<file path="src/rtl/time_pkg.sv">
package time_pkg;
   localparam int CFG_ADDR_W = 2;

   // register select codes
   localparam logic [CFG_ADDR_W-1:0] ADDR_SECS  = 2'd0;
   localparam logic [CFG_ADDR_W-1:0] ADDR_TICKS = 2'd1;
   localparam logic [CFG_ADDR_W-1:0] ADDR_FLAGS = 2'd2;
   localparam logic [CFG_ADDR_W-1:0] ADDR_ARM   = 2'd3;

   // flag bit positions
   localparam int FLG_RISE = 0;
   localparam int FLG_SRC  = 1;

   typedef struct packed {
      logic src_b;   // 1: second pulse pin
      logic rise;    // 1: rising edge qualifies
   } pps_cfg_t;
endpackage

</file>
<file path="src/rtl/pps_sync.sv">
module pps_sync #(
   parameter int STAGES = 2
) (
   input  logic clk,
   input  logic rst_n,
   input  logic d,
   output logic q
);
   if (STAGES < 2) begin : g_bad_stages
      $error("pps_sync: STAGES must be at least 2");
   end

   logic [STAGES-1:0] sh;

   always_ff @(posedge clk) begin
      if (!rst_n) sh <= '0;
      else        sh <= {sh[STAGES-2:0], d};
   end

   assign q = sh[STAGES-1];
endmodule

</file>
<file path="src/rtl/pps_edge_unit.sv">
module pps_edge_unit
   import time_pkg::*;
#(
   parameter int SYNC_STAGES = 2
) (
   input  logic     clk,
   input  logic     rst_n,
   input  logic     pps_a,
   input  logic     pps_b,
   input  pps_cfg_t cfg,
   output logic     pps_evt
);
   localparam int N_SRC = 2;

   logic [N_SRC-1:0] raw;
   logic [N_SRC-1:0] synced;
   logic             cur;
   logic             prev;
   logic             rise_det;
   logic             fall_det;

   assign raw = {pps_b, pps_a};

   for (genvar g = 0; g < N_SRC; g++) begin : g_sync
      pps_sync #(.STAGES(SYNC_STAGES)) u_sync (
         .clk   (clk),
         .rst_n (rst_n),
         .d     (raw[g]),
         .q     (synced[g])
      );
   end

   assign cur = cfg.src_b ? synced[1] : synced[0];

   always_ff @(posedge clk) begin
      if (!rst_n) prev <= 1'b0;
      else        prev <= cur;
   end

   assign rise_det = cur & ~prev;
   assign fall_det = ~cur & prev;
   assign pps_evt  = cfg.rise ? rise_det : fall_det;


   pps_pulse_chk: assert property (@(posedge clk) disable iff (!rst_n)
      pps_evt |=> (!pps_evt || (cfg != $past(cfg))));
endmodule

</file>
<file path="src/rtl/time_cfg_regs.sv">
module time_cfg_regs
   import time_pkg::*;
#(
   parameter int DATA_W  = 32,
   parameter int SECS_W  = 32,
   parameter int TICKS_W = 32
) (
   input  logic                  clk,
   input  logic                  rst_n,
   input  logic                  we,
   input  logic [CFG_ADDR_W-1:0] addr,
   input  logic [DATA_W-1:0]     wdata,
   input  logic                  pps_evt,
   output logic [SECS_W-1:0]     stg_secs,
   output logic [TICKS_W-1:0]    stg_ticks,
   output pps_cfg_t              cfg,
   output logic                  load
);
   logic imm_mode;
   logic armed;
   logic arm_wr;

   assign arm_wr = we && (addr == ADDR_ARM);
   assign load   = armed && (imm_mode || pps_evt);

   always_ff @(posedge clk) begin
      if (!rst_n) begin
         stg_secs  <= '0;
         stg_ticks <= '0;
         cfg       <= '0;
         imm_mode  <= 1'b0;
      end else if (we) begin
         unique case (addr)
            ADDR_SECS:  stg_secs  <= wdata[SECS_W-1:0];
            ADDR_TICKS: stg_ticks <= wdata[TICKS_W-1:0];
            ADDR_FLAGS: cfg       <= '{src_b: wdata[FLG_SRC], rise: wdata[FLG_RISE]};
            ADDR_ARM:   imm_mode  <= wdata[0];
            default: ;
         endcase
      end
   end

   always_ff @(posedge clk) begin
      if (!rst_n)      armed <= 1'b0;
      else if (arm_wr) armed <= 1'b1;
      else if (load)   armed <= 1'b0;
   end


   arm_set_chk: assert property (@(posedge clk) disable iff (!rst_n)
      arm_wr |=> armed);


   arm_clear_chk: assert property (@(posedge clk) disable iff (!rst_n)
      (load && !arm_wr) |=> !armed);
endmodule

</file>
<file path="src/rtl/time_counter.sv">
module time_counter #(
   parameter int SECS_W        = 32,
   parameter int TICKS_W       = 32,
   parameter int TICKS_PER_SEC = 100_000_000
) (
   input  logic               clk,
   input  logic               rst_n,
   input  logic               load,
   input  logic [SECS_W-1:0]  ld_secs,
   input  logic [TICKS_W-1:0] ld_ticks,
   output logic [SECS_W-1:0]  secs,
   output logic [TICKS_W-1:0] ticks
);
   localparam logic [TICKS_W-1:0] LAST_TICK = TICKS_W'(TICKS_PER_SEC - 1);

   if (TICKS_PER_SEC < 2) begin : g_bad_rate
      $error("time_counter: TICKS_PER_SEC must be at least 2");
   end
   if (TICKS_W < 31 && TICKS_PER_SEC > (1 << TICKS_W)) begin : g_bad_width
      $error("time_counter: TICKS_W too narrow for TICKS_PER_SEC");
   end

   logic at_last;
   assign at_last = (ticks >= LAST_TICK);

   always_ff @(posedge clk) begin
      if (!rst_n) begin
         secs  <= '0;
         ticks <= '0;
      end else if (load) begin
         secs  <= ld_secs;
         ticks <= ld_ticks;
      end else if (at_last) begin
         secs  <= secs + SECS_W'(1);
         ticks <= '0;
      end else begin
         ticks <= ticks + TICKS_W'(1);
      end
   end


   tick_step_chk: assert property (@(posedge clk) disable iff (!rst_n)
      (!load && ticks < LAST_TICK) |=> (ticks == $past(ticks) + TICKS_W'(1)) && $stable(secs));


   tick_wrap_chk: assert property (@(posedge clk) disable iff (!rst_n)
      (!load && ticks >= LAST_TICK) |=> (ticks == '0) && (secs == $past(secs) + SECS_W'(1)));


   load_apply_chk: assert property (@(posedge clk) disable iff (!rst_n)
      load |=> (secs == $past(ld_secs)) && (ticks == $past(ld_ticks)));
endmodule

</file>
<file path="src/rtl/abs_time_keeper.sv">
module abs_time_keeper
   import time_pkg::*;
#(
   parameter int DATA_W        = 32,
   parameter int SECS_W        = 32,
   parameter int TICKS_W       = 32,
   parameter int TICKS_PER_SEC = 100_000_000,
   parameter int SYNC_STAGES   = 2
) (
   input  logic                      clk,
   input  logic                      rst_n,
   input  logic                      cfg_we,
   input  logic [CFG_ADDR_W-1:0]     cfg_addr,
   input  logic [DATA_W-1:0]         cfg_wdata,
   input  logic                      pps_a,
   input  logic                      pps_b,
   output logic [SECS_W+TICKS_W-1:0] time_now,
   output logic                      pps_seen
);
   if (SECS_W > DATA_W || TICKS_W > DATA_W) begin : g_bad_data
      $error("abs_time_keeper: SECS_W and TICKS_W must not exceed DATA_W");
   end

   pps_cfg_t           cfg;
   logic               pps_evt;
   logic               load;
   logic [SECS_W-1:0]  stg_secs;
   logic [TICKS_W-1:0] stg_ticks;
   logic [SECS_W-1:0]  secs;
   logic [TICKS_W-1:0] ticks;

   pps_edge_unit #(.SYNC_STAGES(SYNC_STAGES)) u_edge (
      .clk     (clk),
      .rst_n   (rst_n),
      .pps_a   (pps_a),
      .pps_b   (pps_b),
      .cfg     (cfg),
      .pps_evt (pps_evt)
   );

   time_cfg_regs #(.DATA_W(DATA_W), .SECS_W(SECS_W), .TICKS_W(TICKS_W)) u_regs (
      .clk       (clk),
      .rst_n     (rst_n),
      .we        (cfg_we),
      .addr      (cfg_addr),
      .wdata     (cfg_wdata),
      .pps_evt   (pps_evt),
      .stg_secs  (stg_secs),
      .stg_ticks (stg_ticks),
      .cfg       (cfg),
      .load      (load)
   );

   time_counter #(.SECS_W(SECS_W), .TICKS_W(TICKS_W), .TICKS_PER_SEC(TICKS_PER_SEC)) u_cnt (
      .clk      (clk),
      .rst_n    (rst_n),
      .load     (load),
      .ld_secs  (stg_secs),
      .ld_ticks (stg_ticks),
      .secs     (secs),
      .ticks    (ticks)
   );

   assign time_now = {secs, ticks};
   assign pps_seen = pps_evt;
endmodule

</file>
<file path="config.mk">
export PLATFORM = sky130hd
export DESIGN_NAME = abs_time_keeper
export DESIGN_NICKNAME = d
export VERILOG_FILES = /design/src/rtl/time_pkg.sv /design/src/rtl/pps_sync.sv /design/src/rtl/pps_edge_unit.sv /design/src/rtl/time_cfg_regs.sv /design/src/rtl/time_counter.sv /design/src/rtl/abs_time_keeper.sv
export SDC_FILE = /design/constraint.sdc
export NUM_CORES = 1
export LEC_CHECK = 0
export BUFFER_PORTS_ARGS = -buffer_cell sky130_fd_sc_hd__buf_2
export CELL_PAD_IN_SITES_DETAIL_PLACEMENT = 0
export CELL_PAD_IN_SITES_GLOBAL_PLACEMENT = 1
export CORE_MARGIN = 4
export CORE_UTILIZATION = 41
export DETAILED_ROUTE_END_ITERATION = 8
export GPL_ROUTABILITY_DRIVEN = 1
export PLACE_DENSITY = 0.85
export SETUP_SLACK_MARGIN = 0.15
export SLEW_MARGIN = 20
export SYNTH_ARGS = -nofsm -noshare
export SYNTH_HDL_FRONTEND = slang
export SYNTH_SLANG_ARGS = --single-unit
</file>
<file path="constraint.sdc">
create_clock -name clk -period 2.6 [get_ports clk]
set_input_delay 0.78 -clock clk [delete_from_list [all_inputs] [get_ports clk]]
set_output_delay 0.78 -clock clk [all_outputs]
set_load 0.1 [all_outputs]
</file>
* Yosys cells after proc, flatten, opt, wreduce, memory -nomap -nowiden
Index checks and enable logic that the tools add are counted.
Word-level totals: flip-flop bits (word level) 137, bits of input ports 39, output and inout bits 65, logic and storage cells 39
Operators by class: add/sub/neg operators 2, $lt $le $gt $ge 1, eq/ne operators 3, mux-type cells 8, bitwise operators 4, reductions and logical operators 10
Operators by type and width (count):
- two-way mux 32 bit | 4
- adder 32 x 1 -> 32 bit (second input constant) | 2
- greater-or-equal comparator 32 x 27 -> 1 bit (second input constant) | 1
- AND reduction 2 bit | 4
- equality test 2 bit (second input constant) | 2
- two-way mux 1 bit | 4
- nonzero test 2 bit | 2
- AND 1 bit | 2
- equality test 2 x 1 -> 1 bit (second input constant) | 1
- logical AND 1 bit | 2
- logical NOT 2 bit | 1
- NOT 1 bit | 2
- logical OR 1 bit | 1

* Depth between registers and ports, before layout
depth in word-level cells 8, depth in mapped cells 8

* Hierarchy
From an unflattened synthesis, not the netlist that was laid out.
Second synthesis, totals: cells, all modules 739, area, all modules 6454.9 µm²
Modules (own cells, without submodules):
- time_counter | instances 1, cells each 465, area an instance 3639.7 µm², seq. area each 1281.2 µm²
- time_cfg_regs | instances 1, cells each 260, area an instance 2651.3 µm², seq. area each 1361.3 µm²
- pps_sync | instances 2, cells each 4, area an instance 52.6 µm², seq. area each 40.0 µm²
- pps_edge_unit | instances 1, cells each 6, area an instance 58.8 µm², seq. area each 20.0 µm²

* Worst setup path after synthesis
Ideal clock, no wire load.
path type register to register, start point register u_cnt.ticks[0], end point register u_cnt.secs[31], arrival time 2.731 ns, data required time 2.478 ns, setup slack -0.252 ns, cell stages (with the launch flop) 8, path buffers 1, clock period less this slack 2.852 ns, cell sequence dfxtp_1 ha_1 nand4_1 o211ai_1 a311oi_4 buf_6 o311a_1 a221o_1
On the way: word-level cells in the longest chain between the ends 2
Ends and longest elaborated chain:
- start: declaration | RTL line time_counter.sv:12 | output logic [TICKS_W-1:0] ticks
- start signal: assignment | RTL line time_counter.sv:32 | ticks <= ld_ticks;
- start signal: assignment | RTL line time_counter.sv:37 | ticks <= ticks + TICKS_W'(1);
- greater-or-equal comparator 32 x 27 -> 1 bit | RTL line time_counter.sv:24 | assign at_last = (ticks >= LAST_TICK);
- nonzero test 2 bit (no source line)
- end signal: assignment | RTL line time_counter.sv:31 | secs <= ld_secs;
- end signal: assignment | RTL line time_counter.sv:34 | secs <= secs + SECS_W'(1);
- end: declaration | RTL line time_counter.sv:11 | output logic [SECS_W-1:0] secs,
Every way passes these cells. A chain may end at the register's enable or synchronous reset.

* Worst setup path in the final report
start point register u_regs.cfg[1] (netlist name), end point output port pps_seen
On the way: word-level cells in the longest chain between the ends 4, elaborated cells between the ends (all ways) 5
Ends and longest elaborated chain:
- two-way mux 1 bit (*) | RTL line pps_edge_unit.sv:33 | assign cur = cfg.src_b ? synced[1] : synced[0];
- NOT 1 bit | RTL line pps_edge_unit.sv:41 | assign fall_det = ~cur & prev;
- AND 1 bit | RTL line pps_edge_unit.sv:41
- two-way mux 1 bit (*) | RTL line pps_edge_unit.sv:42 | assign pps_evt = cfg.rise ? rise_det : fall_det;
- end: declaration | RTL line abs_time_keeper.sv:18 | output logic pps_seen
Every way passes the cells marked *; elsewhere a longest branch is shown, timed or not.

==> impl_metrics.ini <==
[setup_path]
path_max_fanout = 2
crit_top_cell = mux2i_2
rr_worst_depth = 6
start_kind = register
critical_path_class = reg -> out
slowest_stage = dfxtp_2
r2r_start = u_cnt.ticks[11]$_SDFF_PN0_
timing.rr.end = u_cnt.secs[6]$_SDFFE_PN0P_
crit_chain = mux2i_2, mux2i_2, clkinvlp_4, buf_12
cp-end-kind = output pin
crit_required_ns = 1.82
cp.arrival_ns = 1.73
critPathMaxStageDelay_ns = 0.34
regToRegSetupSlack_ns = 0.29

[logic_synthesis]
ys_seq_elements = 137
synth_top_family_by_area = simple AND/OR/NAND/NOR gates
synthArstFlopShare_pct = 0
synth_top_area_cell = dfxtp_1
synth.distinct_cells = 56
yosys_warnings = 0
synth_edf_count = 0
synthesis.nets = 804
yosysSeqAreaShare_pct = 44.4
ys_top_cells_by_area = dfxtp_1 (44%), nand2_1 (11%), a21oi_1 (7.1%), nand3_1 (4.1%), clkbuf_1 (2.3%)
syn_area_um2 = 6170
muxShareOfSynthArea_pct = 0.973
synth-simple-area-share_pct = 28.4
syn_inst = 763
synth-xor-area-share_pct = 3.41
synth_compound_area_share_pct = 17.4
synthAdderAreaFrac_pct = 0.406
synth_top_area_share_pct = 44.4
avgSynthCellArea_um2 = 8.09
synth_flop_cell = dfxtp_1

[run]
cap_violations = 0

[timing]
slew_violations = 0
rsz0062_at_grt = yes
setup_violations = 0
maxSlewHeadroom_pct = 47.8
fmax_mhz = 399
fin_skew_ns = 0.00651
tns_ns = 0
period_share_pct = 96.5
fin_crit_ns = 2.51
final_hold_viol_count = 0
worstMarginPinSlew_ns = 0.783

[clock_tree]
cts_buffers = 17
cts_max_path_buffers = 2
clk-insertion-delay-late_ns = 0.42
cts.sinks = 137
cts_tree = yes
htreeDepth = 4
cts_root_buf = clkbuf_16
path_clk_slew_ns = 0.06

[power]
leakagePower_nw = 2.86
p_per_area_nw_per_um2 = 658
peakVddDrop_mv = 0.509

[place]
gp_congestion = 0.795
hpwl_um = 11800
port_buffers = 103

[finish]
final_common_cell = nand2_1
synthToLayoutAreaGrowth_pct = 23.5
fillCellCount = 1405
final_util_pct = 52.1
mostFrequentLayoutCells = nand2_1 (177), buf_2 (102), dfxtp_1 (99), a21oi_1 (86), nand3_1 (50)
finalNetCount = 899
drive_gt1_share_pct = 24.8

[global_route]
grt-ovfl-total = 0
grt_pass1_wl_um = 27300
antenna_found_initial = 1
grt_pass1_vias = 5342
grt_use_total_pct = 20.4
grt_start_max_net_pins = 90

[floorplanning]
fp.dieArea_um2 = 17100
fp.dieH_um = 131
die_w_um = 131
io_pins = 104
rows = 44
core_um2 = 14600
initial_core_util_pct = 42.1

[status]
outcome = finished clean

[detailed_routing]
route.detailed.vias_per_inst = 5.57
first_pass_iters = 5
wl_um = 17600
num_vias = 5879
drtIter0Drc = 356
ant_nets = 0
wl_per_cell_um = 16.7
remaining_drc_errors = 0

[min_path]
min-delay-start = u_edge.g_sync[1].u_sync.sh[0]$_SDFF_PN0_
hold_depth = 1
holdCritPathClass = reg -> reg
hold_end = u_edge.g_sync[1].u_sync.sh[1]$_SDFF_PN0_
## report_power, final
| group | internal, mW | switching [mW] |
|---|---|---|
| Combinational | 0.0925 | 0.230 |
| Clock | 1.57 | 0.943 |
| Sequential | 2.15 | 0.0346 |
## timing repair
item,in CTS,in global routing
resized for setup,5,2
pin swaps,0,3
hold buffers,0,0
setup buffers,2,5
setup endpoints to repair,1,12
cloned,0,2
## cells in the mapped netlist, drive strengths merged, types with 14 or more instances
library cell  number
nor2              15
nor4              14
dfxtp            137
nand2            178
a31oi             15
clkbuf            37
o21ai             29
a21oi             87
buf               14
nand3             50
nand4             17
## logic make-up (layout without fill, tap and decap cells)
group                    count (synthesis)  after routing
AND/OR/NAND/NOR                        355            355
flip-flops                             137            137
AO/OA/AOI/OAI                          175            175
other                                    0              1
adder cells (fa/ha/maj)                  2              2
multiplexers                             6              6
buffers and inverters                   64            172
XOR/XNOR                                24             24
## worst max-delay path, delay by kind of cell, from the launching register on
kind | cells | cell delay [ns]
buf+inv | 2 | 0.37
flops | 1 | 0.34
mux | 2 | 0.59
## routing by layer
| metal | GRT usage [%] | part of all wire (%) | vias to the layer above |
|---|---|---|---|
| li1 | - | - | 2909 |
| met1 | 26.3 | 44 | 2825 |
| met2 | 33.4 | 49 | 126 |
| met3 | 5.81 | 5.2 | 19 |
| met4 | 5.87 | 1.7 | 0 |
| met5 | 0 | 0 | - |
## worst max-delay path by stage
stage | startpoint | end | slack, ns | cells after the start
2_1_floorplan | u_cnt.secs[17]$_SDFFE_PN0P_ | u_cnt.secs[31]$_SDFFE_PN0P_ | 0.13 | 5
3_3_place_gp | u_cnt.ticks[0]$_SDFF_PN0_ | u_cnt.secs[11]$_SDFFE_PN0P_ | 0.30 | 7
3_5_place_dp | u_cnt.ticks[0]$_SDFF_PN0_ | u_cnt.secs[14]$_SDFFE_PN0P_ | 0.23 | 7
4_1_cts | u_regs.cfg[1]$_SDFFE_PN0P_ | pps_seen | 0.11 | 4
5_1_grt | u_regs.cfg[1]$_SDFFE_PN0P_ | pps_seen | 0.02 | 4
6_report | u_regs.cfg[1]$_SDFFE_PN0P_ | pps_seen | 0.09 | 4
## layout make-up
class	instances	area (um2)	share of cell area [%]
tap	184	230	3.02
inverter	13	52.6	0.689
antenna	1	2.50	0.0328
clock inverter	14	170	2.23
timing repair buffer	127	761	9.98
sequential	137	2800	36.7
multi-input combinational	562	3160	41.5
clock buffer	18	450	5.91
## per-stage QoR
| step | total power [mW] | cells | instance area, um2 | setup slack (ns) | hold WS (ns) |
|---|---|---|---|---|---|
| 2_1_floorplan | 2.44 | 763 | 6250 | 0.129 | 0.412 |
| 3_3_place_gp | 2.55 | 1014 | 6900 | 0.304 | 0.417 |
| 3_5_place_dp | 2.55 | 1014 | 6900 | 0.225 | 0.424 |
| 4_1_cts | 5.06 | 1048 | 7550 | 0.110 | 0.448 |
| 5_1_grt | 5.19 | 1056 | 7620 | 0.0175 | 0.463 |
| 6_report | 5.02 | 1056 | 7620 | 0.0911 | 0.448 |
## flip-flops by register name, indices dropped and copies added (netlist names)
name / count
u_cnt.secs: 32
u_cnt.ticks: 32
u_edge.g_sync.u_sync.sh: 4
u_edge.prev: 1
u_regs.armed: 1
u_regs.cfg: 2
u_regs.imm_mode: 1
u_regs.stg_secs: 32
u_regs.stg_ticks: 32
Power figures use the tool's default switching activity.
